`config.mk`:
```
export PLATFORM = sky130hd
export DESIGN_NAME = usb_rx_deser
export DESIGN_NICKNAME = d
export VERILOG_FILES = /design/src/rtl/usb_rx_pkg.sv /design/src/rtl/usb_rx_nrzi.sv /design/src/rtl/usb_rx_unstuff.sv /design/src/rtl/usb_rx_pack.sv /design/src/rtl/usb_rx_deser.sv
export SDC_FILE = /design/constraint.sdc
export NUM_CORES = 1
export LEC_CHECK = 0
export ABC_AREA = 1
export CAP_MARGIN = 30
export CORE_MARGIN = 2
export CORE_UTILIZATION = 57
export CTS_CLUSTER_SIZE = 10
export DETAILED_ROUTE_END_ITERATION = 10
export PLACE_DENSITY = 0.87
export SETUP_SLACK_MARGIN = 0.3
export SYNTH_ARGS = -nofsm -noshare
export SYNTH_HDL_FRONTEND = slang
export SYNTH_SLANG_ARGS = --single-unit
```
`constraint.sdc`:
```
create_clock -name clk -period 2.2 [get_ports clk]
set_clock_uncertainty 0.05 [all_clocks]
set_input_delay 0.44 -clock clk [delete_from_list [all_inputs] [get_ports clk]]
set_output_delay 0.44 -clock clk [all_outputs]
set_load 0.03 [all_outputs]
```
`src/rtl/usb_rx_pkg.sv`:
```
package usb_rx_pkg;
  typedef enum logic [1:0] {
    ST_HUNT  = 2'd0,
    ST_RECV  = 2'd1,
    ST_DRAIN = 2'd2
  } rx_state_e;

  // {dm, dp}
  localparam logic [1:0] LINE_SE0 = 2'b00;
  localparam logic [1:0] LINE_J   = 2'b01;
  localparam logic [1:0] LINE_K   = 2'b10;
  localparam logic [1:0] LINE_SE1 = 2'b11;
endpackage

```
`src/rtl/usb_rx_nrzi.sv`:
```
module usb_rx_nrzi
  import usb_rx_pkg::*;
(
  input  logic       clk,
  input  logic       rst,
  input  logic       strobe,
  input  logic       dp,
  input  logic       dm,
  output logic [1:0] line_code,
  output logic       sym_data,
  output logic       sym_se0,
  output logic       sym_j,
  output logic       dec_bit
);
  logic [1:0] raw;
  logic       prev_dp;

  assign raw      = {dm, dp};
  assign sym_data = strobe && ((raw == LINE_J) || (raw == LINE_K));
  assign sym_se0  = strobe && (raw == LINE_SE0);
  assign sym_j    = strobe && (raw == LINE_J);
  // repeated level decodes as one, a transition as zero
  assign dec_bit  = (dp == prev_dp);

  always_ff @(posedge clk) begin
    if (rst) begin
      line_code <= LINE_SE0;
      prev_dp   <= 1'b1;
    end else begin
      line_code <= raw;
      if (sym_data)     prev_dp <= dp;
      else if (sym_se0) prev_dp <= 1'b1;  // bus returns to idle J after SE0
    end
  end
endmodule

```
`src/rtl/usb_rx_unstuff.sv`:
```
module usb_rx_unstuff #(
  parameter int RUN_MAX = 6
) (
  input  logic clk,
  input  logic rst,
  input  logic clr,
  input  logic in_valid,
  input  logic in_bit,
  output logic keep,
  output logic err
);
  localparam int CW = $clog2(RUN_MAX + 1);

  logic [CW-1:0] run;
  logic          at_max;

  assign at_max = (run == CW'(RUN_MAX));
  assign keep   = in_valid && !at_max;
  assign err    = in_valid && at_max && in_bit;

  always_ff @(posedge clk) begin
    if (rst || clr) begin
      run <= '0;
    end else if (in_valid) begin
      if (!in_bit)     run <= '0;
      else if (!at_max) run <= run + 1'b1;
    end
  end
endmodule

```
`src/rtl/usb_rx_pack.sv`:
```
module usb_rx_pack #(
  parameter int BYTE_W = 8
) (
  input  logic                clk,
  input  logic                rst,
  input  logic                clr,
  input  logic                wide,
  input  logic                in_valid,
  input  logic                in_bit,
  input  logic                flush,
  output logic                half_ready,
  output logic                word_valid,
  output logic                word_full,
  output logic [2*BYTE_W-1:0] word_data
);
  localparam int WW = 2 * BYTE_W;
  localparam int IW = $clog2(WW);

  logic [WW-1:0] shreg;
  logic [WW-1:0] merged;
  logic [IW-1:0] idx;
  logic [IW-1:0] last_idx;

  assign last_idx   = wide ? IW'(WW - 1) : IW'(BYTE_W - 1);
  assign half_ready = wide && (idx == IW'(BYTE_W));

  always_comb begin
    merged      = shreg;
    merged[idx] = in_bit;
  end

  always_ff @(posedge clk) begin
    if (rst) begin
      shreg      <= '0;
      idx        <= '0;
      word_valid <= 1'b0;
      word_full  <= 1'b0;
      word_data  <= '0;
    end else begin
      word_valid <= 1'b0;
      if (clr) begin
        idx <= '0;
      end else if (flush) begin
        idx <= '0;
        if (half_ready) begin
          word_valid <= 1'b1;
          word_full  <= 1'b0;
          word_data  <= {{BYTE_W{1'b0}}, shreg[BYTE_W-1:0]};
        end
      end else if (in_valid) begin
        if (idx == last_idx) begin
          idx        <= '0;
          word_valid <= 1'b1;
          word_full  <= wide;
          word_data  <= wide ? merged : {{BYTE_W{1'b0}}, merged[BYTE_W-1:0]};
        end else begin
          shreg <= merged;
          idx   <= idx + 1'b1;
        end
      end
    end
  end
endmodule

```
`src/rtl/usb_rx_deser.sv`:
```
module usb_rx_deser
  import usb_rx_pkg::*;
#(
  parameter int BYTE_W     = 8,
  parameter int STUFF_RUN  = 6,
  parameter int SYNC_ZEROS = 3
) (
  input  logic                clk,
  input  logic                rst,
  input  logic                bit_strobe,
  input  logic                line_dp,
  input  logic                line_dm,
  input  logic                wide_mode,
  output logic                rx_active,
  output logic                rx_valid,
  output logic                rx_validh,
  output logic                rx_error,
  output logic [2*BYTE_W-1:0] rx_data,
  output logic [1:0]          line_code
);
  localparam int ZW = $clog2(SYNC_ZEROS + 1);

  rx_state_e     state;
  logic [ZW-1:0] zcnt;
  logic          seen_se0;
  logic          end_pend;

  logic sym_data, sym_se0, sym_j, dec_bit;
  logic recv, data_bit_v, eop;
  logic keep, stuff_err, half_ready;

  assign recv       = (state == ST_RECV);
  assign data_bit_v = recv && sym_data && !seen_se0;
  assign eop        = recv && seen_se0 && sym_j;

  usb_rx_nrzi u_nrzi (
    .clk       (clk),
    .rst       (rst),
    .strobe    (bit_strobe),
    .dp        (line_dp),
    .dm        (line_dm),
    .line_code (line_code),
    .sym_data  (sym_data),
    .sym_se0   (sym_se0),
    .sym_j     (sym_j),
    .dec_bit   (dec_bit)
  );

  usb_rx_unstuff #(.RUN_MAX(STUFF_RUN)) u_unstuff (
    .clk      (clk),
    .rst      (rst),
    .clr      (!recv),
    .in_valid (data_bit_v),
    .in_bit   (dec_bit),
    .keep     (keep),
    .err      (stuff_err)
  );

  usb_rx_pack #(.BYTE_W(BYTE_W)) u_pack (
    .clk        (clk),
    .rst        (rst),
    .clr        (!recv),
    .wide       (wide_mode),
    .in_valid   (keep),
    .in_bit     (dec_bit),
    .flush      (eop),
    .half_ready (half_ready),
    .word_valid (rx_valid),
    .word_full  (rx_validh),
    .word_data  (rx_data)
  );

  always_ff @(posedge clk) begin
    if (rst) begin
      state     <= ST_HUNT;
      zcnt      <= '0;
      seen_se0  <= 1'b0;
      end_pend  <= 1'b0;
      rx_active <= 1'b0;
      rx_error  <= 1'b0;
    end else begin
      end_pend <= 1'b0;
      if (end_pend) rx_active <= 1'b0;
      unique case (state)
        ST_HUNT: begin
          if (sym_se0) begin
            zcnt <= '0;
          end else if (sym_data) begin
            if (!dec_bit) begin
              if (zcnt != ZW'(SYNC_ZEROS)) zcnt <= zcnt + 1'b1;
            end else begin
              zcnt <= '0;
              if (zcnt == ZW'(SYNC_ZEROS)) begin
                state     <= ST_RECV;
                rx_active <= 1'b1;
                seen_se0  <= 1'b0;
              end
            end
          end
        end
        ST_RECV: begin
          if (sym_se0) seen_se0 <= 1'b1;
          if (eop) begin
            state    <= ST_HUNT;
            seen_se0 <= 1'b0;
            if (half_ready) end_pend  <= 1'b1;
            else            rx_active <= 1'b0;
          end else if (stuff_err) begin
            rx_error <= 1'b1;
            state    <= ST_DRAIN;
          end
        end
        ST_DRAIN: begin
          if (sym_se0) begin
            seen_se0 <= 1'b1;
          end else if (sym_j && seen_se0) begin
            state     <= ST_HUNT;
            seen_se0  <= 1'b0;
            rx_active <= 1'b0;
            rx_error  <= 1'b0;
          end
        end
        default: state <= ST_HUNT;
      endcase
    end
  end
endmodule

```
==> summary.md <==
| Metric | Value |
|---|---|
| Status | finished, final reports clean |
| Unique cell type count in the Yosys netlist | 31 |
| Endpoints failing setup | 0 |
| Slowest stage delay, CP | 530 ps |
| CP max FO | 6 |
| GRT Overall Usage | 0.275 |
| Share of the yosys chip area belonging to registers | 0.353 |
| Hold WS | 337 ps |
| Max Cap Viol | 0 |
| Chip width | roughly 76 µm |
| WHS Path Cells | 3 |
| Antenna violations before repair | 0 |
| Via count | between 3,000 and 4,000 |
| First-pass detailed-route iteration total | 5 |
| Fillers | ~350 |
| Final Max Tran Viols | 0 |
| Number of global-route vias before repair | 2,902 |
| CTS buffer count | 5 |
| Core area | 5040 µm² |
| GRT Residual Overflow | 0 |
| ANT cells | 0 |
| Worst EP required | ~2400 ps |
| H-tree Lvls | 2 |
| Wire per inst | around 15 µm |
| Mapped Area | approximately 3000 µm² |
| Net count, final | 502 |
| Fmax | slightly above 500 MHz |
| Period Utilization, post-route | 0.880 |
| Pre-CTS WS | -139 ps |
| DRC Markers | 0 |
| R2R depth | 10 |
| Leak | ~1.7 nW |
| Placer Congestion | a little over 0.9 |
| Yosys warnings | 0 |
| Fin worst setup slack | between 200 and 300 ps |
| First-pass GRT wire length | 12,800 µm |
| CTS Hold Bufs | 0 |
| Dpl hpwl | between 5000 and 6000 µm |
| Critical-path top delay cell | clkdlybuf4s50_1 |
| Root buffer cell | clkbuf_8 |
| Pin count of the biggest net entering global routing | 20 |
| Setup CP Type | input port to flip-flop |
| Clk Latency, worst-skew pair | around 320 ps |
| Die H | roughly 76 µm |
| Syn_area_per_cell | roughly 6.9 µm² |
| Syn Nets | about 450 |
| CP delay by family, top | buffers and inverters |
| Post-Syn Instances | roughly 430 |
| Slew margin rel. | 0.718 |
| RSZ-0062 raised after global routing | no |
| Crit path time final | roughly 1900 ps |
| 1st-iter DRT viols | between 200 and 300 |
| Cells along the critical path | clkdlybuf4s50_1 > inv_1 > nand2_1 > nand3_4 > nor2_8 > buf_4 > nor2_4 > nand2_2 > a21oi_2 |
| Path type of the worst min-delay path | input port to flip-flop |
| Critical path startpoint category | input port |
| Row count | 26 |
| IO buf count | 27 |
| CTS tree | yes |
| Worst-margin pin slew | around 420 ps |
| CP Data Arrival Time | between 2000 and 2500 ps |
| Maximum clock path buffer count | 2 |
| Boundary pin count | 28 |
| P&R area growth vs syn | 25.3% |
| Final core occ | 0.733 |
| Final hold violations | 0 |
| CP Buf/Inv Count | 3 |
| Starting Density | 0.585 |
| Share of cells above drive strength 1 | 0.205 |
| DIE AREA | 5770 µm² |
| Yosys reg bits | 52 |
| Commonest non-fill, non-tap cells in the layout | 102 x nand2_1, 60 x nor2_1, 51 x dfxtp_1 |
| Via density | roughly 5.6 |
| CTS clk-pin slew, worst paths | roughly 100 ps |
| Clk sinks | between 50 and 60 |
| Max VDD drop | between 0.0002 and 0.0003 V |
| CP Depth | 9 |
| Total wire length | approximately 8500 µm |
| Final antenna-violating net count | 0 |
| CP endpoint kind | flip-flop |
| P per Cell Area | around 550 nW/µm² |
| Most common cell after layout, fill and taps aside | nand2_1 |
-- stage by stage --
stage               std cells  power [mW]  setup TNS, ps  instance area (µm²)
floorplan                 426        1.32              0                 2950
global placement          532        1.41          -1420                 3370
detailed placement        532        1.43          -2780                 3370
CTS                       546        2.02              0                 3570
global route              554        2.15              0                 3700
finish                    554        2.05              0                 3700
-- metal layers --
layer  track usage  wire (µm)  vias to the layer above
li1              -          -                     1461
met1         0.298       3190                     1427
met2         0.481       4180                      141
met3        0.0571        530                       58
met4         0.185        580                        0
met5             0          0                        -
-- synthesized netlist by cell type --
cell type,instances,area share
nor2_4,2,0.0076
inv_2,2,0.0025
inv_1,50,0.064
nor2_8,2,0.014
clkinv_2,1,0.0017
o211ai_1,1,0.0025
nor2_1,61,0.078
o21a_1,3,0.0076
nand3_1,36,0.061
o22ai_1,2,0.0042
clkbuf_1,3,0.0038
nand2_1,106,0.13
buf_4,3,0.0076
a21oi_1,17,0.029
buf_6,4,0.015
ha_1,13,0.055
dfxtp_1,52,0.35
o21ai_0,21,0.036
nand4_1,6,0.013
a21oi_2,9,0.027
a31oi_1,1,0.0021
nor3_1,2,0.0034
buf_2,2,0.0034
o21bai_1,5,0.013
o21ai_1,1,0.0017
buf_8,2,0.010
nand2_4,3,0.011
nand3_4,1,0.0059
nand2_2,11,0.023
xor2_1,2,0.0059
nor2_2,2,0.0042
-- area by class of cell --
class,count,area [µm²],share of cell area
clock buffer,7,86.3,0.0234
clock inverter,1,7.51,0.00203
inverter,53,204,0.0552
multi-input combinational,311,1720,0.465
sequential,52,1040,0.282
tap,70,87.6,0.0237
timing repair buffer,60,551,0.149
-- where the power goes --
part / total (mW) / internal (mW) / switching (mW)
registers: 1.02 / 0.988 / 0.0292
logic: 0.443 / 0.167 / 0.276
clock network: 0.588 / 0.256 / 0.331
total: 2.05 / 1.41 / 0.637
-- registers in the layout, summed over array words and instances (netlist names) --
| name | flops |
|---|---|
| zcnt | 2 |
| u_pack.idx | 4 |
| state | 2 |
| rx_error | 1 |
| seen_se0 | 1 |
| u_nrzi.prev_dp | 1 |
| u_unstuff.run | 3 |
| u_pack.word_valid | 1 |
| u_pack.word_full | 1 |
| rx_active | 1 |
| u_nrzi.line_code | 2 |
| end_pend | 1 |
| u_pack.word_data | 16 |
| u_pack.shreg | 16 |
-- final timing paths --
| path | slack (ps) | start | endpoint |
|---|---|---|---|
| setup / recovery | 260 | wide_mode | u_pack.word_data[11] |
| hold / removal | 340 | line_dm | u_nrzi.line_code[1] |
| setup reg to reg | 320 | u_pack.idx[1] | u_pack.word_data[11] |
| hold reg to reg | 420 | u_pack.shreg[5] | u_pack.shreg[5] |
-- tightest hold or removal path: cells and delay by family --
family	cells	cell delay (ps)
and+or+nand+nor	1	70
buffers and inverters	2	160
-- timing repair --
action / 4_1_cts / 5_1_grt
buffers inserted: 2 / 8
gates resized for setup: 9 / 23
setup endpoints to repair: 35 / 40
cloned: 4 / 0
pin swaps: 9 / 16
-- logic make-up after synthesis --
| family | after synthesis | share of synthesized area |
|---|---|---|
| fa+ha+maj | 13 | 0.0551 |
| flops | 52 | 0.353 |
| simple gates | 232 | 0.356 |
| compound gates | 60 | 0.122 |
| xor+xnor | 2 | 0.00594 |
| buf+inv | 67 | 0.108 |
No activity file was read; power rests on OpenSTA's default activity.
